<file path="src/rtl/thermal_trip_pkg.sv">
package thermal_trip_pkg;
    localparam int CODE_W     = 12;
    localparam int STAT_W     = 8;
    localparam int SHUT_OFS   = 4;
    localparam int ADDR_EN    = 'h44;
    localparam int ADDR_STAT  = 'h48;
    localparam int ADDR_ALARM = 'h50;
    localparam int ADDR_SHUT  = 'h60;
    localparam int HOT_LSB    = 16;
    localparam int REL_LSB    = 0;

    typedef struct packed {
        logic [CODE_W-1:0] hot;
        logic [CODE_W-1:0] rel;
    } alarm_cfg_t;

    // Status/enable bits that exist for a given channel count
    function automatic logic [STAT_W-1:0] stat_mask(input int nch);
        logic [STAT_W-1:0] m;
        m = '0;
        for (int c = 0; c < nch; c++) begin
            m[c]            = 1'b1;
            m[SHUT_OFS + c] = 1'b1;
        end
        return m;
    endfunction
endpackage

</file>
<file path="src/rtl/trip_channel.sv">
module trip_channel
    import thermal_trip_pkg::*;
(
    input  logic              clk,
    input  logic              rst,
    input  logic              valid,
    input  logic [CODE_W-1:0] code,
    input  alarm_cfg_t        acfg,
    input  logic [CODE_W-1:0] shut_lvl,
    input  logic              shut_en,
    output logic              alarm_evt,
    output logic              shut_evt
);
    logic active_q;

    assign alarm_evt = valid && !active_q && (code < acfg.hot);
    assign shut_evt  = valid && shut_en && (code < shut_lvl);

    always_ff @(posedge clk) begin
        if (rst)
            active_q <= 1'b0;
        else if (valid) begin
            if (!active_q && code < acfg.hot)
                active_q <= 1'b1;
            else if (active_q && code > acfg.rel)
                active_q <= 1'b0;
        end
    end

    p_hold_no_valid_r7: assert property (@(posedge clk) disable iff (rst)
        !valid |=> $stable(active_q));
    p_enter_alarm_r4: assert property (@(posedge clk) disable iff (rst)
        (valid && !active_q && code < acfg.hot) |=> active_q);
    p_release_alarm_r5: assert property (@(posedge clk) disable iff (rst)
        (valid && active_q && code > acfg.rel) |=> !active_q);
    p_stay_alarm_r5: assert property (@(posedge clk) disable iff (rst)
        (active_q && !(valid && code > acfg.rel)) |=> active_q);
endmodule

</file>
<file path="src/rtl/trip_status.sv">
module trip_status
    import thermal_trip_pkg::*;
#(
    parameter logic [STAT_W-1:0] MASK = '1
) (
    input  logic              clk,
    input  logic              rst,
    input  logic [STAT_W-1:0] set_vec,
    input  logic              clr_we,
    input  logic [STAT_W-1:0] clr_vec,
    input  logic [STAT_W-1:0] en,
    output logic [STAT_W-1:0] status,
    output logic              irq
);
    logic [STAT_W-1:0] clr_eff;

    assign clr_eff = clr_we ? clr_vec : '0;

    always_ff @(posedge clk) begin
        if (rst) begin
            status <= '0;
            irq    <= 1'b0;
        end else begin
            status <= ((status & ~clr_eff) | set_vec) & MASK;
            irq    <= |(status & en);
        end
    end

    p_set_wins_r8: assert property (@(posedge clk) disable iff (rst)
        (set_vec != '0) |=> ((status & $past(set_vec & MASK)) == $past(set_vec & MASK)));
    p_w1c_r8: assert property (@(posedge clk) disable iff (rst)
        (clr_we && set_vec == '0) |=> ((status & $past(clr_vec)) == '0));
    p_irq_quiet_r9: assert property (@(posedge clk) disable iff (rst)
        ((status & en) == '0) |=> !irq);
    p_irq_fire_r9: assert property (@(posedge clk) disable iff (rst)
        ((status & en) != '0) |=> irq);
endmodule

</file>
<file path="src/rtl/thermal_trip_monitor.sv">
module thermal_trip_monitor
    import thermal_trip_pkg::*;
#(
    parameter int NCH = 3,
    parameter int AW  = 8,
    parameter int DW  = 32
) (
    input  logic                  clk,
    input  logic                  rst,
    input  logic [NCH-1:0]        samp_valid,
    input  logic [NCH*CODE_W-1:0] samp_code,
    input  logic                  reg_we,
    input  logic [AW-1:0]         reg_addr,
    input  logic [DW-1:0]         reg_wdata,
    output logic [DW-1:0]         reg_rdata,
    output logic                  irq
);
    localparam logic [STAT_W-1:0] MASK = stat_mask(NCH);

    alarm_cfg_t        acfg_q  [NCH];
    logic [CODE_W-1:0] shut_q  [NCH];
    logic [STAT_W-1:0] en_q;
    logic [STAT_W-1:0] status;
    logic [STAT_W-1:0] set_vec;
    logic [NCH-1:0]    alarm_evt;
    logic [NCH-1:0]    shut_evt;
    logic              stat_wr;

    initial begin
        if (NCH < 1 || NCH > SHUT_OFS) $error("NCH out of range");
    end

    assign stat_wr = reg_we && (reg_addr == AW'(ADDR_STAT));

    always_ff @(posedge clk) begin
        if (rst)
            en_q <= '0;
        else if (reg_we && reg_addr == AW'(ADDR_EN))
            en_q <= reg_wdata[STAT_W-1:0] & MASK;
    end

    for (genvar c = 0; c < NCH; c++) begin : g_ch
        always_ff @(posedge clk) begin
            if (rst) begin
                acfg_q[c] <= '0;
                shut_q[c] <= '0;
            end else if (reg_we) begin
                if (reg_addr == AW'(ADDR_ALARM + 4*c)) begin
                    acfg_q[c].hot <= reg_wdata[HOT_LSB +: CODE_W];
                    acfg_q[c].rel <= reg_wdata[REL_LSB +: CODE_W];
                end
                if (reg_addr == AW'(ADDR_SHUT + 4*c))
                    shut_q[c] <= reg_wdata[HOT_LSB +: CODE_W];
            end
        end

        trip_channel u_chan (
            .clk       (clk),
            .rst       (rst),
            .valid     (samp_valid[c]),
            .code      (samp_code[c*CODE_W +: CODE_W]),
            .acfg      (acfg_q[c]),
            .shut_lvl  (shut_q[c]),
            .shut_en   (en_q[SHUT_OFS + c]),
            .alarm_evt (alarm_evt[c]),
            .shut_evt  (shut_evt[c])
        );

        p_alarm_sets_r4: assert property (@(posedge clk) disable iff (rst)
            alarm_evt[c] |=> status[c]);
        p_shut_sets_r6: assert property (@(posedge clk) disable iff (rst)
            shut_evt[c] |=> status[SHUT_OFS + c]);
        p_quiet_r7: assert property (@(posedge clk) disable iff (rst)
            (!samp_valid[c] && !stat_wr) |=>
                (status[c] == $past(status[c]) &&
                 status[SHUT_OFS + c] == $past(status[SHUT_OFS + c])));
    end

    always_comb begin
        set_vec = '0;
        for (int c = 0; c < NCH; c++) begin
            set_vec[c]            = alarm_evt[c];
            set_vec[SHUT_OFS + c] = shut_evt[c];
        end
    end

    trip_status #(.MASK(MASK)) u_status (
        .clk     (clk),
        .rst     (rst),
        .set_vec (set_vec),
        .clr_we  (stat_wr),
        .clr_vec (reg_wdata[STAT_W-1:0]),
        .en      (en_q),
        .status  (status),
        .irq     (irq)
    );

    always_comb begin
        reg_rdata = '0;
        if (reg_addr == AW'(ADDR_EN))
            reg_rdata[STAT_W-1:0] = en_q;
        if (reg_addr == AW'(ADDR_STAT))
            reg_rdata[STAT_W-1:0] = status;
        for (int c = 0; c < NCH; c++) begin
            if (reg_addr == AW'(ADDR_ALARM + 4*c)) begin
                reg_rdata[HOT_LSB +: CODE_W] = acfg_q[c].hot;
                reg_rdata[REL_LSB +: CODE_W] = acfg_q[c].rel;
            end
            if (reg_addr == AW'(ADDR_SHUT + 4*c))
                reg_rdata[HOT_LSB +: CODE_W] = shut_q[c];
        end
    end

    p_status_mask_r1: assert property (@(posedge clk) disable iff (rst)
        (status & ~MASK) == '0);
endmodule

</file>
<file path="config.mk">
export PLATFORM = sky130hd
export DESIGN_NAME = thermal_trip_monitor
export DESIGN_NICKNAME = d
export VERILOG_FILES = /design/src/rtl/thermal_trip_pkg.sv /design/src/rtl/trip_channel.sv /design/src/rtl/trip_status.sv /design/src/rtl/thermal_trip_monitor.sv
export SDC_FILE = /design/constraint.sdc
export NUM_CORES = 1
export LEC_CHECK = 0
export ABC_CLOCK_PERIOD_IN_PS = 4000
export BUFFER_PORTS_ARGS = -buffer_cell sky130_fd_sc_hd__buf_2
export CORE_AREA = 2 2 136 138
export DETAILED_ROUTE_END_ITERATION = 10
export DIE_AREA = 0 0 138 140
export PLACE_DENSITY_LB_ADDON = 0.3
export SLEW_MARGIN = 20
export SYNTH_ARGS = -nofsm -noshare
export SYNTH_HDL_FRONTEND = slang
export SYNTH_SLANG_ARGS = --single-unit
</file>
<file path="constraint.sdc">
create_clock -name clk -period 4 [get_ports clk]
set_input_delay 0.6 -clock clk [delete_from_list [all_inputs] [get_ports clk]]
set_output_delay 0.6 -clock clk [all_outputs]
set_load 0.01 [all_outputs]
</file>
==> results.md <==
- Most common library cell in the layout ignoring fill and taps: and2_1
- Setup TNS: 0 ps
- Antenna violations before repair: 0
- Slowest-stage cell, CP: or4b_1
- Synth-to-Final Area Change: 15.70%
- CTS buffer count: 17
- Least-Margin Pin Slew: 892.1 ps
- Crit Path Class: primary input to primary output
- Routed len/inst: 20.55 um
- Setup crit end kind: primary output
- Final setup fails: 0
- P_sw: 854.4 uW
- Top cell type's share of synthesized area: 39.58%
- CP max stage delay: 960 ps
- Reg2reg start: shut_q[2][9]$_SDFFCE_PN0P_
- Fmax: 313.5 MHz
- Final-report hold violation count: 0
- Vias in the first global route: 6076
- Worst EP arrival: 2590 ps
- Most frequent cells in the layout: 110 x and2_1, 108 x edfxtp_1, 102 x inv_1, 102 x ha_1, 98 x buf_2
- Synth warn: 0
- Synth cell types: 50
- Die Width: 138 um
- Fraction of registers with async set/reset: 0%
- Final setup margin: 810.0 ps
- Largest family of logic cells by synthesized area: simple AND/OR/NAND/NOR gates
- Non-filler cells, final: 1130
- Avg Inst Size Synth: 10.33 sq um
- Mux contribution to synthesized area: 0.7329%
- Via density: 5.547
- Core area: 17780 sq um
- Cell taking the most area after synthesis: edfxtp_1
- Total gr overflow: 0
- Fillers: 1606
- Row count: 49
- Antenna Cells: 0
- Post-CTS sizing: 0
- Startpoint Class: primary input
- Post-Synthesis Cell Area: 8194 sq um
- CP required: 3400 ps
- Compound-Gate Fraction of Synth Area: 15.56%
- Critical Path, Cell by Cell: buf_2 > or4b_1 > o22ai_1 > a221oi_1 > a21oi_1 > buf_2
- Pre-CTS setup slack: 847.8 ps
- Slew HR: 38.99%
- Ranking of synthesized cells by area: edfxtp_1 40%, ha_1 16%, and2_1 8.4%
- Reg clk slew, reported paths: 50 ps
- Drt pass-1 iters: 5
- Die Ht: 140 um
- DRC errors left: 0
- Sw Ratio: 23.87%
- Detail Placement HPWL: 17700 um
- Layout cell share with drive strength beyond 1: 16.65%
- Fin nets: 1072
- Critical path fanouts, max: 19
- I/O Buffers: 98
- Ys flop type: edfxtp_1
- Status: finished, final reports clean
- XOR/XNOR share of the synthesized area: 0%
- Hold Path Origin: u_status.status[0]$_SDFF_PP0_
- CP delay by family, top: simple AND/OR/NAND/NOR gates
- Largest net degree at the start of global routing: 33
- #FFs+latches synth: 124
- Post-synthesis adder-cell area fraction: 15.57%
- Gr usage total: 24.13%
- Buf/Inv on CP: 2
- Minimum clock period: 3190 ps
- Launch point of the worst path: reg_addr[3]
- Io pins: 115
- Detail Route Antenna Nets: 0
- MaxCap Viol Count: 0
- Initial Util: 46.09%
- Vias: 6268
- Sequential area share after synthesis: 43.49%
- Clk_lat worst skew: 430 ps
- Iteration-0 DRC Markers: 476
- Cell Pwr Density: 377.5 nW/um^2
- Final Skew: 11.46 ps
- Total die area: 19320 sq um
- Clock share of power: 46.4%
- Int Power: 2.725 mW
- Routed WL: 23220 um
- Clock Path Buffers: 2
- TritonCTS clock tree: done
- Crit path top cell by count: buf_2
- Global-route wire length before repair: 34820 um
- Placed insts: 1098
- Sequential share of power: 42.2%
- Gate Count Post-Synth: 793
- Hold WC Path Type: flop to flop
- Static leakage: 4.320 nW
- Root Buffer Master: clkbuf_16
- Clock sink count: 124
- Combinational share of power: 11.3%
- Synth Area in Simple Gates: 17.24%
- Post-synth EDFFs: 108
- H-tree depth: 4
- Unrepaired setup endpoints after global routing: false
- Post-CTS setup buffer count: 0
- Pins Over Slew Limit: 0
- CTS Hold Bufs: 0
- Gpl congestion: 0.8837
- Worst IR Drop VDD: 314.2 uV
- Fin crit share: 79.75%
-- cell type report --
class	instances	area (sq um)	area share, %
repair buffers	104	548.0	5.781
clock inverters	13	197.7	2.085
well taps	229	286.5	3.022
multi-input cells	539	4069	42.92
clock buffers	19	432.9	4.566
inverters	102	382.9	4.039
flip-flops and latches	124	3563	37.59
-- worst reg2reg max path, cell delays in order (launching register included) --
cell	delay [ps]
edfxtp_1	380
inv_1	100
ha_1	250
a21o_1	170
a21o_1	160
a2111oi_0	810
o211ai_1	280
nand2_1	110
-- registers in the layout, summed over array words and instances (netlist names) --
register and flops:
acfg_q 72, shut_q 36, en_q 6, u_status.status 6
g_ch.u_chan.active_q 3, u_status.irq 1
-- per-stage QoR --
step	hold slack (ps)	utilization, %	cell area (sq um)	power [mW]
2_1_floorplan	449.8	-	8220	1.763
3_3_place_gp	471.0	49.77	8850	1.924
3_5_place_dp	474.3	49.77	8850	1.937
4_1_cts	480.7	53.32	9480	3.585
5_1_grt	496.4	53.32	9480	3.701
6_report	481.8	53.32	9480	3.579
-- kinds of logic after synthesis --
| family | Yosys count |
|---|---|
| muxes | 6 |
| and+or+nand+nor | 238 |
| AOI/OAI and AO/OA | 185 |
| buffers and inverters | 137 |
| DFF | 124 |
| other | 1 |
| adders and majority gates | 102 |
-- path summary, 6_finish.rpt --
path | to | slack [ps] | cells past startpoint
worst max-delay path | reg_rdata[5] | 810 | 6
worst min-delay path | u_status.status[0]$_SDFF_PP0_ | 480 | 2
worst max register to register | u_status.status[6]$_SDFF_PP0_ | 1700 | 7
worst min register to register | u_status.status[0]$_SDFF_PP0_ | 480 | 2
-- metal layers --
| layer | global-route usage, % | up-vias | routed length [um] |
|---|---|---|---|
| met2 | 39.73 | 215 | 11180 |
| met1 | 32.05 | 2978 | 10240 |
| met4 | 7.734 | 0 | 510 |
| met3 | 5.060 | 32 | 1288 |
| li1 | - | 3043 | - |
| met5 | 0 | - | 0 |
-- cells in the mapped netlist, types with 4 or more instances --
library cell,n
nor2_4,4
nand2b_1,8
a221oi_1,4
nor2b_1,7
nor3_1,4
a211oi_1,6
a221o_1,12
mux2i_1,6
nor2_1,21
a22oi_1,35
o22ai_1,18
a21o_1,22
a22o_1,4
and2_1,110
inv_1,102
ha_1,102
nand4_1,15
buf_2,8
dfxtp_1,16
nand3_1,6
a21oi_1,43
buf_6,5
clkbuf_1,10
edfxtp_1,108
o211ai_1,9
o21ai_0,15
nand2_1,42
buf_4,11
-- power by group through the flow --
stage	clock [mW]	sequential [mW]	combinational, mW
after floorplan	0	1.52	0.242
after detailed placement	0	1.54	0.399
final	1.66	1.51	0.405
after CTS	1.67	1.51	0.404
after global routing	1.73	1.52	0.455
after global placement	0	1.53	0.390
Note: power is estimated with default switching activity, not from simulation.
